### src/rtl/sat_alu_pkg.sv
package sat_alu_pkg;
  localparam int NREGS = 6;
  localparam int NBANK = 2;

  typedef enum logic [3:0] {
    OP_ADD  = 4'd0,
    OP_ADC  = 4'd1,
    OP_SUB  = 4'd2,
    OP_RSUB = 4'd3,
    OP_AND  = 4'd4,
    OP_OR   = 4'd5,
    OP_XOR  = 4'd6,
    OP_NOTX = 4'd7,
    OP_PASS = 4'd8,
    OP_NEGX = 4'd9
  } alu_op_e;

  localparam int RI_X0 = 0;
  localparam int RI_X1 = 1;
  localparam int RI_Y0 = 2;
  localparam int RI_Y1 = 3;
  localparam int RI_AR = 4;
  localparam int RI_AF = 5;

  localparam int FL_AZ = 0;
  localparam int FL_AN = 1;
  localparam int FL_AV = 2;
  localparam int FL_AC = 3;
  localparam int FL_AS = 4;
  localparam int FL_AQ = 5;
  localparam int FL_N  = 6;
endpackage

### src/rtl/sat_alu_bank.sv
module sat_alu_bank
  import sat_alu_pkg::*;
#(
  parameter int DW = 16
) (
  input  logic                      clk,
  input  logic                      rst_n,
  input  logic                      wr_en,
  input  logic [2:0]                wr_sel,
  input  logic [DW-1:0]             wr_data,
  input  logic                      res_en,
  input  logic                      res_dst,
  input  logic [DW-1:0]             res_data,
  output logic [NREGS-1:0][DW-1:0]  regs_o
);
  int res_idx;
  assign res_idx = res_dst ? RI_AF : RI_AR;

  always_ff @(posedge clk or negedge rst_n) begin
    if (!rst_n) begin
      regs_o <= '0;
    end else begin
      for (int i = 0; i < NREGS; i++) begin
        if (res_en && (i == res_idx))
          regs_o[i] <= res_data;
        else if (wr_en && (wr_sel == 3'(i)))
          regs_o[i] <= wr_data;
      end
    end
  end
endmodule

### src/rtl/sat_alu_dp.sv
module sat_alu_dp
  import sat_alu_pkg::*;
#(
  parameter int DW = 16
) (
  input  logic [DW-1:0] x,
  input  logic [DW-1:0] y,
  input  logic [3:0]    op,
  input  logic          c_in,
  input  logic          sat_en,
  output logic [DW-1:0] res,
  output logic          carry,
  output logic          ovf,
  output logic          sat_hit,
  output logic          is_logic
);
  localparam logic [DW-1:0] MAX_POS = {1'b0, {(DW-1){1'b1}}};
  localparam logic [DW-1:0] MAX_NEG = {1'b1, {(DW-1){1'b0}}};

  function automatic logic [DW:0] add_full(input logic [DW-1:0] a, input logic [DW-1:0] b,
                                           input logic ci);
    return {1'b0, a} + {1'b0, b} + {{DW{1'b0}}, ci};
  endfunction

  function automatic logic signed_ovf(input logic a_msb, input logic b_msb, input logic s_msb);
    return (a_msb == b_msb) && (s_msb != a_msb);
  endfunction

  logic [DW-1:0] opa, opb, lres;
  logic          ci, arith;
  logic [DW:0]   sum;

  always_comb begin
    opa   = '0;
    opb   = '0;
    ci    = 1'b0;
    arith = 1'b1;
    lres  = x;
    case (op)
      OP_ADD:  begin opa = x;  opb = y;  end
      OP_ADC:  begin opa = x;  opb = y;  ci = c_in; end
      OP_SUB:  begin opa = x;  opb = ~y; ci = 1'b1; end
      OP_RSUB: begin opa = y;  opb = ~x; ci = 1'b1; end
      OP_NEGX: begin opa = '0; opb = ~x; ci = 1'b1; end
      OP_AND:  begin arith = 1'b0; lres = x & y; end
      OP_OR:   begin arith = 1'b0; lres = x | y; end
      OP_XOR:  begin arith = 1'b0; lres = x ^ y; end
      OP_NOTX: begin arith = 1'b0; lres = ~x; end
      default: begin arith = 1'b0; lres = x; end
    endcase
  end

  assign sum      = add_full(opa, opb, ci);
  assign ovf      = arith && signed_ovf(opa[DW-1], opb[DW-1], sum[DW-1]);
  assign carry    = arith && sum[DW];
  assign sat_hit  = ovf && sat_en;
  assign is_logic = !arith;
  assign res      = sat_hit ? (opa[DW-1] ? MAX_NEG : MAX_POS)
                            : (arith ? sum[DW-1:0] : lres);
endmodule

### src/rtl/sat_alu_flags.sv
module sat_alu_flags
  import sat_alu_pkg::*;
#(
  parameter int DW = 16
) (
  input  logic            clk,
  input  logic            rst_n,
  input  logic            upd,
  input  logic            stat_wr,
  input  logic [FL_N-1:0] stat_wdata,
  input  logic            sticky,
  input  logic [DW-1:0]   res,
  input  logic            carry,
  input  logic            ovf,
  input  logic            x_msb,
  output logic [7:0]      astat
);
  logic [FL_N-1:0] fl_q, fl_d;

  always_comb begin
    fl_d        = fl_q;
    fl_d[FL_AZ] = (res == '0);
    fl_d[FL_AN] = res[DW-1];
    fl_d[FL_AV] = ovf | (sticky & fl_q[FL_AV]);
    fl_d[FL_AC] = carry;
    fl_d[FL_AS] = x_msb;
  end

  always_ff @(posedge clk or negedge rst_n) begin
    if (!rst_n)       fl_q <= '0;
    else if (stat_wr) fl_q <= stat_wdata;
    else if (upd)     fl_q <= fl_d;
  end

  assign astat = {{(8-FL_N){1'b0}}, fl_q};
endmodule

### src/rtl/sat_alu.sv
module sat_alu
  import sat_alu_pkg::*;
#(
  parameter int DW = 16
) (
  input  logic          clk,
  input  logic          rst_n,
  input  logic          wr_en,
  input  logic [2:0]    wr_sel,
  input  logic [DW-1:0] wr_data,
  input  logic          op_valid,
  input  logic [3:0]    op_code,
  input  logic          x_sel,
  input  logic [1:0]    y_sel,
  input  logic          res_dst,
  input  logic          mode_bank,
  input  logic          mode_sticky,
  input  logic          mode_sat,
  input  logic          stat_wr,
  input  logic [5:0]    stat_wdata,
  output logic [DW-1:0] ar,
  output logic [DW-1:0] af,
  output logic [7:0]    astat
);
  logic                     bank_q;
  logic [NREGS-1:0][DW-1:0] bank_regs [NBANK];
  logic [NREGS-1:0][DW-1:0] live;
  logic [DW-1:0]            xval, yval, res_val;
  logic                     carry_evt, ovf_evt, sat_evt, logic_evt, x_msb;

  always_ff @(posedge clk or negedge rst_n) begin
    if (!rst_n) bank_q <= 1'b0;
    else        bank_q <= mode_bank;
  end

  for (genvar b = 0; b < NBANK; b++) begin : g_bank
    sat_alu_bank #(.DW(DW)) u_bank (
      .clk      (clk),
      .rst_n    (rst_n),
      .wr_en    (wr_en && (bank_q == 1'(b))),
      .wr_sel   (wr_sel),
      .wr_data  (wr_data),
      .res_en   (op_valid && (bank_q == 1'(b))),
      .res_dst  (res_dst),
      .res_data (res_val),
      .regs_o   (bank_regs[b])
    );
  end

  assign live  = bank_regs[bank_q];
  assign xval  = x_sel ? live[RI_X1] : live[RI_X0];
  assign yval  = (y_sel == 2'd0) ? live[RI_Y0] :
                 (y_sel == 2'd1) ? live[RI_Y1] : live[RI_AF];
  assign x_msb = xval[DW-1];

  sat_alu_dp #(.DW(DW)) u_dp (
    .x        (xval),
    .y        (yval),
    .op       (op_code),
    .c_in     (astat[FL_AC]),
    .sat_en   (mode_sat),
    .res      (res_val),
    .carry    (carry_evt),
    .ovf      (ovf_evt),
    .sat_hit  (sat_evt),
    .is_logic (logic_evt)
  );

  sat_alu_flags #(.DW(DW)) u_flags (
    .clk        (clk),
    .rst_n      (rst_n),
    .upd        (op_valid),
    .stat_wr    (stat_wr),
    .stat_wdata (stat_wdata),
    .sticky     (mode_sticky),
    .res        (res_val),
    .carry      (carry_evt),
    .ovf        (ovf_evt),
    .x_msb      (x_msb),
    .astat      (astat)
  );

  assign ar = live[RI_AR];
  assign af = live[RI_AF];
endmodule

### config.mk
export PLATFORM = sky130hd
export DESIGN_NAME = sat_alu
export DESIGN_NICKNAME = d
export VERILOG_FILES = /design/src/rtl/sat_alu_pkg.sv /design/src/rtl/sat_alu_bank.sv /design/src/rtl/sat_alu_dp.sv /design/src/rtl/sat_alu_flags.sv /design/src/rtl/sat_alu.sv
export SDC_FILE = /design/constraint.sdc
export NUM_CORES = 1
export LEC_CHECK = 0
export ABC_AREA = 1
export BUFFER_PORTS_ARGS = -buffer_cell sky130_fd_sc_hd__buf_2
export CAP_MARGIN = 20
export CORE_ASPECT_RATIO = 0.8
export CORE_MARGIN = 2
export CORE_UTILIZATION = 55
export CTS_CLUSTER_SIZE = 24
export DETAILED_ROUTE_END_ITERATION = 7
export HOLD_SLACK_MARGIN = 0.08
export PLACE_DENSITY = 0.79
export SYNTH_ARGS = -nofsm -noshare
export SYNTH_HDL_FRONTEND = slang
export SYNTH_SLANG_ARGS = --single-unit
### constraint.sdc
create_clock -name clk -period 8.2 [get_ports clk]
set_input_delay 2.46 -clock clk [delete_from_list [all_inputs] [get_ports clk]]
set_output_delay 2.46 -clock clk [all_outputs]
set_load 0.01 [all_outputs]
Word level (Yosys, flattened, before mapping)
Index checks and enable logic that the tools add are counted.
{"block": "word_totals", "regBits": 199, "latchBits": 0, "ramBits": 0, "romBits": 0, "out_inout_bits": 40, "n_memories": 0}
{"block": "classes", "n_addsub": 2, "mul": 0, "n_div": 0, "order_cmp": 1, "eq_ne": 21, "shift": 0, "mux": 41, "bitwise_logic": 9, "n_reduce_logical": 55}
{"operator": "$mux W16", "count": 30}
{"operator": "$mux W96", "count": 3}
{"operator": "$eq A3 B32 Y1 const A", "count": 2}
{"operator": "$eq A4 B32 Y1 const A", "count": 2}
{"operator": "$pmux W16 S4", "count": 1}
{"operator": "$pmux W16 S3", "count": 1}
{"operator": "$eq A2 B32 Y1 const A", "count": 1}
{"operator": "$logic_and A1 B1 Y1", "count": 32}
{"operator": "$logic_not A32 Y1", "count": 1}
{"operator": "$not A16 Y16", "count": 2}
{"operator": "$pmux W16 S2", "count": 1}
{"operator": "$reduce_bool A2 Y1", "count": 13}
{"operator": "$add A16 B16 Y17", "count": 1}
{"operator": "$add A17 B1 Y17", "count": 1}
{"operator": "$and A16 B16 Y16", "count": 1}
{"operator": "$eq A4 B3 Y1 const B", "count": 4}
{"operator": "$logic_not A16 Y1", "count": 1}
{"operator": "$or A16 B16 Y16", "count": 1}
{"operator": "$xor A16 B16 Y16", "count": 1}
{"operator": "$eq A4 B2 Y1 const B", "count": 2}
{"operator": "$eq A3 B2 Y1 const B", "count": 2}
{"operator": "$eq A3 B3 Y1 const B", "count": 2}
{"operator": "$mux W6", "count": 1}
{"operator": "$reduce_or A3 Y1", "count": 2}
{"operator": "other kinds (19)", "count": 21}

Logic depth before layout (Yosys ltp)
Gate-level depths: netlist (run 1).
{"block": "depth", "ltp_word": 18, "mapped_depth": 29, "ltp_nobuf": 26}

Hierarchy
Synthesis (run 1) repeated with hierarchy kept, for this count alone.
{"block": "unflattened", "cells_unflattened": 1967, "hier_area_um2": 13467.9}
{"mod": "sat_alu_bank", "instances": 2, "cells_per_inst": 517, "area_each_um2": 4347.9, "seq_area_each_um2": 2402.3}
{"mod": "sat_alu_dp", "instances": 1, "cells_per_inst": 525, "area_each_um2": 2801.4, "seq_area_each_um2": 0.0}
{"mod": "sat_alu", "instances": 1, "cells_per_inst": 357, "area_each_um2": 1602.8, "seq_area_each_um2": 25.0}
{"mod": "sat_alu_flags", "instances": 1, "cells_per_inst": 51, "area_each_um2": 367.9, "seq_area_each_um2": 150.1}

Worst setup path before layout (run 1)
No wires, ideal clock.
{"block": "synth_path", "kind": "input to register", "from": "input y_sel[0]", "to": "register u_flags.fl_q[0]", "setup_time_ns": 0.121, "arrival_ns": 5.441, "t_required_ns": 8.079, "setup_slack_ns": 2.638, "path_stages": 26, "path_buffers": 1, "cell_sequence": "inv_1 nor2_1 clkbuf_1 clkinv_1 nor2_1 o21ai_0 nand3_1 inv_1 nand2_1 nand3_1 fa_1 fa_1 nand2_1 nand3_1 nand3_1 nand2_1 nand2_1 nand2_1 nand2_1 nand2_1 o21ai_0 nand2_1 nand3_1 nor2_1 nand3_1 nand2_1"}
{"block": "synth_via", "elab_chain_cells": 15}
{"item": "start: declaration", "line_no": "sat_alu.sv:14", "source": "input logic [1:0] y_sel,"}
{"item": "$eq A2 B1 Y1", "line_no": "sat_alu.sv:53", "source": "(y_sel == 2'd1) ? live[RI_Y1] : live[RI_AF];"}
{"item": "$mux W16", "line_no": "sat_alu.sv:53"}
{"item": "$mux W16 *", "line_no": "sat_alu.sv:52", "source": "assign yval = (y_sel == 2'd0) ? live[RI_Y0] :"}
{"item": "$not A16 Y16", "line_no": "sat_alu_dp.sv:42", "source": "OP_SUB: begin opa = x; opb = ~y; ci = 1'b1; end"}
{"item": "$pmux W16 S3", "line_no": "sat_alu_dp.sv:39", "source": "case (op)"}
{"item": "$add A16 B16 Y17", "line_no": "sat_alu_dp.sv:22", "source": "return {1'b0, a} + {1'b0, b} + {{DW{1'b0}}, ci};"}
{"item": "$add A17 B1 Y17", "line_no": "sat_alu_dp.sv:22"}
{"item": "$ne A1 B1 Y1", "line_no": "sat_alu_dp.sv:26", "source": "return (a_msb == b_msb) && (s_msb != a_msb);"}
{"item": "$logic_and A1 B1 Y1", "line_no": "sat_alu_dp.sv:26"}
{"item": "$logic_and A1 B1 Y1", "line_no": "sat_alu_dp.sv:54", "source": "assign ovf = arith && signed_ovf(opa[DW-1], opb[DW-1], sum[DW-1]);"}
{"item": "$logic_and A1 B1 Y1", "line_no": "sat_alu_dp.sv:56", "source": "assign sat_hit = ovf && sat_en;"}
{"item": "$mux W16 *", "line_no": "sat_alu_dp.sv:58", "source": "assign res = sat_hit ? (opa[DW-1] ? MAX_NEG : MAX_POS)"}
{"item": "$logic_not A16 Y1 *", "line_no": "sat_alu_flags.sv:22", "source": "fl_d[FL_AZ] = (res == '0);"}
{"item": "$mux W5 *", "line_no": "sat_alu_flags.sv:32", "source": "else if (upd) fl_q <= fl_d;"}
{"item": "$mux W6 *", "line_no": "sat_alu_flags.sv:31", "source": "else if (stat_wr) fl_q <= stat_wdata;"}
{"item": "end signal: assignment", "line_no": "sat_alu_flags.sv:31"}
{"item": "end signal: assignment", "line_no": "sat_alu_flags.sv:32"}
{"item": "end: declaration", "line_no": "sat_alu_flags.sv:18", "source": "logic [FL_N-1:0] fl_q, fl_d;"}
Every way passes the cells marked *; elsewhere a longest branch is shown, timed or not. The select of a mux whose other input is x is not followed.
A chain may end at the register's enable or synchronous reset.

Worst setup path after layout (run 1)
{"block": "layout_path", "from": "input y_sel[1]", "to": "register g_bank[1].u_bank.regs_o[79] (netlist bit)"}
{"block": "layout_via", "elab_chain_cells": 13}
{"item": "$eq A2 B1 Y1", "line_no": "sat_alu.sv:53"}
{"item": "$mux W16", "line_no": "sat_alu.sv:53"}
{"item": "$mux W16 *", "line_no": "sat_alu.sv:52"}
{"item": "$not A16 Y16", "line_no": "sat_alu_dp.sv:42"}
{"item": "$pmux W16 S3", "line_no": "sat_alu_dp.sv:39"}
{"item": "$add A16 B16 Y17", "line_no": "sat_alu_dp.sv:22"}
{"item": "$add A17 B1 Y17", "line_no": "sat_alu_dp.sv:22"}
{"item": "$ne A1 B1 Y1", "line_no": "sat_alu_dp.sv:26"}
{"item": "$logic_and A1 B1 Y1", "line_no": "sat_alu_dp.sv:26"}
{"item": "$logic_and A1 B1 Y1", "line_no": "sat_alu_dp.sv:54"}
{"item": "$logic_and A1 B1 Y1", "line_no": "sat_alu_dp.sv:56"}
{"item": "$mux W16 *", "line_no": "sat_alu_dp.sv:58"}
{"item": "$mux W16 *", "line_no": "sat_alu_bank.sv:24", "source": "if (res_en && (i == res_idx))"}
{"item": "end signal: indexed assignment", "line_no": "sat_alu_bank.sv:25", "source": "regs_o[i] <= res_data;"}
{"item": "end signal: indexed assignment", "line_no": "sat_alu_bank.sv:27", "source": "regs_o[i] <= wr_data;"}
{"item": "end: declaration", "line_no": "sat_alu_bank.sv:14", "source": "output logic [NREGS-1:0][DW-1:0] regs_o"}
Every way passes the cells marked *; elsewhere a longest branch is shown, timed or not.

==> results of run 1 <==
area by class of cell:
class / count / area [um^2]
fillers: 1974 / 8418
multi-input cells: 1207 / 6000
flip-flops and latches: 199 / 4984
inverters: 178 / 668.1
repair buffers: 95 / 545.5
clock buffers: 17 / 425.4
well taps: 275 / 344.1
clock inverters: 15 / 176.4
cells by family (layout without fill, tap and decap cells):
group | Yosys count | after routing | synth area share
and+or+nand+nor | 794 | 794 | 0.2668
xor gates and xnor gates | 2 | 2 | 0.001450
DFF | 199 | 199 | 0.4121
buffers and inverters | 278 | 305 | 0.09225
adders and majority gates | 49 | 49 | 0.05197
other | 1 | 2 | 0.0003103
AOI/OAI and AO/OA | 360 | 360 | 0.1752
critical path, delay by kind of cell:
kind / cells / cell delay, ns
buf+inv: 3 / 0.81
fa+ha+maj: 1 / 0.38
simple gates: 13 / 2.51
compound gates: 3 / 0.66
stage by stage:
stage	hold WS [ns]	std cells	worst slack, ns
after floorplan	0.4478	1684	2.638
after global placement	0.4564	1950	1.525
after detailed placement	0.4609	1950	1.393
after CTS	0.4869	1982	1.823
after global routing	0.5081	1986	1.264
final	0.4788	1986	1.670
path summary, 6_finish.rpt:
check	startpoint	to	slack [ns]	cells after the start
max	y_sel[1]	g_bank[1].u_bank.regs_o[79]$_DFFE_PN0P_	1.67	20
min	u_flags.fl_q[5]$_DFFE_PN0P_	u_flags.fl_q[5]$_DFFE_PN0P_	0.48	2
max reg2reg	bank_q$_DFF_PN0_	g_bank[1].u_bank.regs_o[79]$_DFFE_PN0P_	2.92	15
min reg2reg	u_flags.fl_q[5]$_DFFE_PN0P_	u_flags.fl_q[5]$_DFFE_PN0P_	0.48	2
max in group asynchronous	rst_n	g_bank[0].u_bank.regs_o[86]$_DFFE_PN0P_	4.86	2
min in group asynchronous	rst_n	g_bank[0].u_bank.regs_o[3]$_DFFE_PN0P_	1.99	1
state kept, by name, summed over array words and instances (netlist names):
name,flops
bank_q,1
u_flags.fl_q,6
g_bank.u_bank.regs_o,192
power groups by stage:
stage | combinational (mW) | clock, mW | sequential [mW]
after floorplan | 0.482 | 0 | 1.27
after global placement | 0.688 | 0 | 1.29
after detailed placement | 0.710 | 0 | 1.30
after CTS | 0.716 | 0.867 | 1.28
after global routing | 0.818 | 0.909 | 1.31
final | 0.730 | 0.867 | 1.29
metal layers:
layer | track usage | up-vias
li1 | - | 5529
met1 | 0.4715 | 5657
met2 | 0.5170 | 662
met3 | 0.08271 | 87
met4 | 0.1140 | 0
met5 | 0 | -
placed cells by master, fill, tap and decap left out, types with 15 or more instances in the layout:
cell type    n
inv_1      172
nor2_1      79
o22ai_1     15
o221ai_1    64
nand2_1    581
nand3_1    101
buf_2       77
dfrtp_1    198
o21ai_0    215
a21oi_1     47
ha_1        47
clkbuf_16   17
==> flow_summary_export.csv, run 1 <==
group,metric,value,unit
outcome,status,"complete, no violations",
worst_setup_path,crit_type,"in -> reg",
logic_synthesis,synth_edf_count,0,
power,p_leak,6.647,nW
clock_network,cts_tree,"built",
timing,finalClockSkew,0.01951,ns
finish,final_core_utilization,0.6096,
timing,finalMaxSlewViolations,0,
logic_synthesis,yosys-top-cells-area,"dfrtp_1, nand2_1, o21ai_0, inv_1, ha_1",
placement,placedInstanceArea,12490,um^2
clock_network,cts.sink_count,199,
power,share_comb_of_total_power,0.253,
worst_setup_path,critical-path-top-cell-by-count,"nand2_1",
clock_network,cts_hold_buffers,0,
worst_setup_path,critical-path-max-stage-delay,0.58,ns
placement,hpwl,26520,um
floorplan,core-area,21560,um^2
logic_synthesis,async_reset_ff_frac,1.000,
logic_synthesis,netlist.area_leader.share,0.4121,
global_route,maximum_number_of_pins_on_one_net_before_global_route_repair,71,
logic_synthesis,seq_area_frac_synth,0.4121,
drt,highest-signal-layer,"met4",
timing,max-slew-margin-rel,0.3042,
finish,num_antenna_cells,0,
power,clock_power_share,0.301,
floorplan,dieWidth,169.7,um
logic_synthesis,ys_ff_latch,199,
hold_path,hp-class,"reg -> reg",
clock_network,htree_levels,4,
finish,post-route-cell-area,13140,um^2
drt,routed_wire_length_per_instance,19.36,um
timing,achievable-frequency,153.1,MHz
floorplan,die_height,136.6,um
worst_setup_path,timing.critical_path.arrival,6.82,ns
clock_network,clk_pin_slew,0.08,ns
worst_setup_path,slowest_cell_on_the_critical_path,"nor2_1",
logic_synthesis,synthMostInstantiatedCell,"nand2_1",
clock_network,post-cts-setup-buffers,0,
worst_setup_path,critical_path_capture_point_type,"flip-flop",
timing,setup_tns,0,ns
floorplan,ios,81,
drt,route.detailed.drc,0,
clock_network,num_cts_buffers,17,
power,internal_power,1.840,mW
clock_network,clock_insertion_delay_worst_skew,0.45,ns
logic_synthesis,netlist_top_cells_count,"nand2_1, o21ai_0, dfrtp_1",
finish,finalNetCount,1788,
clock_network,cts_resized,0,
power,vdd.ir_drop.worst,0.1391,mV
finish,area_growth,8.748,%
timing,max_slew.worst_pin.slew,1.041,ns
drt,number_of_nets_with_antenna_violations_after_routing,0,
logic_synthesis,number_of_distinct_library_cells_after_synthesis,39,
floorplan,initial_utilization,0.5605,
floorplan,floorplan.rows,48,
worst_setup_path,timing.critical_path.from_type,"input pin",
timing,hold_viol,0,
logic_synthesis,average_instance_area_after_synthesis,7.181,um^2
timing,rsz0062_at_grt,"false",
logic_synthesis,synth_top_flop_cell,"dfrtp_1",
global_route,antenna_violations_before_repair,0,
global_route,grtUsageTotal,0.3372,
logic_synthesis,yosys_warnings,0,
drt,first_iter_violations,1566,
logic_synthesis,syn_inst,1683,
placement,globalplace.congestion,0.9748,
global_route,globalRoute.totalOverflow,0,
worst_setup_path,critPathRequiredTime,8.50,ns
clock_network,cts-root-to-sink-buffers,2,
finish,post_route_cells_drive_above_1_share,0.08591,
placement,place.port_buffers,78,
clock_network,clk_root_buffer_cell,"clkbuf_16",
logic_synthesis,dominant_cell_type_by_area_after_synthesis,"dfrtp_1",
power,power.total,2.883,mW
power,sequential_cell_fraction_of_total_power,0.446,
worst_setup_path,critical_path_peak_fanout,18,
drt,vias_per_cell,6.010,
drt,met2_length,17010,um
drt,wirelength,38460,um
global_route,first_global_vias,10860,
worst_setup_path,crit_chain,"buf_2 > nor2_1 > clkinv_1 > nor2_1 > o21ai_0 > nand3_1 > inv_1 > nand2_1 > nand3_1 > ha_1 > nand3_1 > nand3_1 > nand2_1 > nand2_1 > nand2_1 > nand2_1 > nand4_1 > a21boi_2 > nand2_1 > o221ai_1",
power,sw_frac_of_total,0.3619,
run,max-cap-violations,0,
timing,final-setup-viol-count,0,
drt,detail_route.first_pass.iterations,8,
drt,drt-met1-wl,16080,um
timing,finalWorstPathRequiredPeriod,6.530,ns
global_route,grt_pass1_wl,60110,um
power,p_sw,1.044,mW
logic_synthesis,synth_area,12090,um^2
timing,post-route-period-util,0.7963,
drt,detailroute.wirelength.met3,4220,um
power,cellPowerDensity,219.4,nW/um^2
floorplan,die_area,23180,um^2
drt,vias,11940,
(Power assumes the default switching activity.)
==> run 2: changes to the inputs <==
Clock period 8.2 ns to 6.15 ns, I/O delays scaled along.
==> run 2 against run 1 <==
  * Routed wire length increased by 0.60%
  * Critical path depth increased by 1
  * Design area increased by 0.80%
==> flow_summary_export.csv, run 2 (same netlist as run 1, synthesis figures left out) <==
group,metric,value,unit
global_route,antenna_violations_before_repair,1,
drt,routed_wire_length_per_instance,19.42,um
finish,largest_register_ffs,192,
worst_setup_path,timing.critical_path.arrival,6.00,ns
clock_network,clock_insertion_delay_worst_skew,0.46,ns
worst_setup_path,timing.critical_path.from_type,"input pin",
drt,number_of_nets_with_antenna_violations_after_routing,0,
finish,finalNetCount,1795,
global_route,maximum_number_of_pins_on_one_net_before_global_route_repair,111,
timing,hold_viol,0,
finish,final_common_cell,"nand2_1",
clock_network,post-cts-setup-buffers,0,
finish,final_core_utilization,0.6144,
global_route,grt_pass1_wl,60260,um
timing,rsz0062_at_grt,"false",
timing,finalMaxSlewViolations,0,
global_route,first_global_vias,10690,
timing,max-slew-margin-rel,0.2853,
finish,num_antenna_cells,0,
finish,post_route_cells_drive_above_1_share,0.08853,
drt,first_iter_violations,1616,
clock_network,cts_hold_buffers,0,
drt,detail_route.first_pass.iterations,6,
clock_network,htree_levels,4,
clock_network,clk_root_buffer_cell,"clkbuf_16",
global_route,globalRoute.totalOverflow,0,
clock_network,cts_resized,0,
global_route,grtUsageTotal,0.3398,
worst_setup_path,crit_type,"in -> reg",
timing,finalClockSkew,0.01543,ns
floorplan,die_height,136.6,um
finish,top_register,"g_bank.u_bank.regs_o",
worst_setup_path,critPathRequiredTime,6.50,ns
power,p_leak,6.707,nW
clock_network,clk_pin_slew,0.07,ns
hold_path,hp-class,"reg -> reg",
floorplan,die_area,23180,um^2
drt,vias_per_cell,5.979,
placement,hpwl,27010,um
floorplan,dieWidth,169.7,um
placement,place.port_buffers,78,
power,cellPowerDensity,296.6,nW/um^2
floorplan,initial_utilization,0.5605,
timing,achievable-frequency,176.9,MHz
floorplan,floorplan.rows,48,
placement,globalplace.congestion,0.9775,
clock_network,num_cts_buffers,17,
drt,route.detailed.drc,0,
timing,finalWorstPathRequiredPeriod,5.653,ns
timing,final-setup-viol-count,0,
placement,placedInstanceArea,12540,um^2
floorplan,core-area,21560,um^2
worst_setup_path,critical_path_capture_point_type,"flip-flop",
run,max-cap-violations,0,
drt,vias,11910,
clock_network,cts.sink_count,199,
power,power.total,3.929,mW
drt,wirelength,38690,um
power,vdd.ir_drop.worst,0.2065,mV
clock_network,cts_tree,"built",
finish,layout.cells.most_common_list,"nand2_1, o21ai_0, dfrtp_1",
timing,setup_tns,0,ns
finish,fillerInstances,1936,
timing,max_slew.worst_pin.slew,1.069,ns
worst_setup_path,critical_path_peak_fanout,22,
outcome,status,"complete, no violations",
floorplan,ios,81,
timing,post-route-period-util,0.9191,
finish,area_growth,9.618,%
clock_network,cts-root-to-sink-buffers,2,
finish,regs_by_ff_count,"g_bank.u_bank.regs_o x192, u_flags.fl_q x6, bank_q x1",
finish,post-route-cell-area,13250,um^2
[run 2: cell types whose count changed in the layout (fill, tap and decap cells not counted)]
cell       change
buf_4          +7
clkinv_8       -4
clkbuf_8       +3
clkbuf_1       +1
buf_16         +1
inv_8          -5
bufinv_16      +4
inv_6          +1
buf_6          -1
inv_12         -1
[run 2: cell type report]
class,instances,area [um^2],share of cell area
Clock inverter,10,167.7,0.01266
Clock buffer,21,470.5,0.03551
Inverter,178,668.1,0.05043
Sequential cell,199,4984,0.3762
Multi-Input combinational cell,1207,6000,0.4529
Tap cell,275,344.1,0.02597
Timing Repair Buffer,102,614.3,0.04637
[run 2: per-stage QoR]
| step | hold slack, ns | setup WS, ns | instances |
|---|---|---|---|
| after CTS | 0.4765 | 0.6644 | 1988 |
| final | 0.4705 | 0.4975 | 1992 |
| after global placement | 0.4536 | 0.2227 | 1957 |
| after floorplan | 0.4478 | 1.203 | 1684 |
| after detailed placement | 0.4612 | 0.2125 | 1957 |
| after global routing | 0.5032 | 0.1771 | 1992 |
[run 2: final timing paths]
path                            depth (start not counted)                                      end                        start  slack (ns)
worst max register to register                         18  g_bank[0].u_bank.regs_o[95]$_DFFE_PN0P_             bank_q$_DFF_PN0_        1.14
min in group asynchronous                               1  g_bank[0].u_bank.regs_o[21]$_DFFE_PN0P_                        rst_n        1.47
worst min-delay path                                    2              u_flags.fl_q[5]$_DFFE_PN0P_  u_flags.fl_q[5]$_DFFE_PN0P_        0.47
max in group asynchronous                               2  g_bank[1].u_bank.regs_o[33]$_DFFE_PN0P_                        rst_n        3.33
worst min register to register                          2              u_flags.fl_q[5]$_DFFE_PN0P_  u_flags.fl_q[5]$_DFFE_PN0P_        0.47
worst max-delay path                                   21  g_bank[0].u_bank.regs_o[95]$_DFFE_PN0P_                   op_code[3]        0.50
[run 2: critical path, stage by stage]
cell and delay [ns]:
buf_2 0.14, nor2_1 0.23, inv_1 0.12, nor2_1 0.33, inv_1 0.41, o31ai_2 0.18, buf_4 0.30, nand2_1 0.08
nand3_1 0.09, ha_1 0.29, nand2_1 0.12, inv_1 0.06, a21oi_1 0.15, nand2_1 0.14, a21oi_1 0.29, nand2_1 0.09
nand2_1 0.11, nand3_2 0.32, a21boi_2 0.48, nand2_1 0.11, o221ai_1 0.10
[run 2: where the power goes]
part	switching (mW)	internal [mW]	total [mW]	leakage (nW)
registers	0.141	1.57	1.72	2.52
clock network	0.528	0.716	1.24	0.310
logic	0.640	0.329	0.969	3.87
total	1.31	2.62	3.93	6.71
[run 2: metal layers]
layer,up-vias,share of wire,global-route usage,wire [um]
li1,5543,-,-,-
met1,5597,0.43,0.4890,16530
met2,681,0.44,0.5120,16970
met3,89,0.10,0.07085,4011
met4,0,0.030,0.1178,1172
met5,-,0,0,0
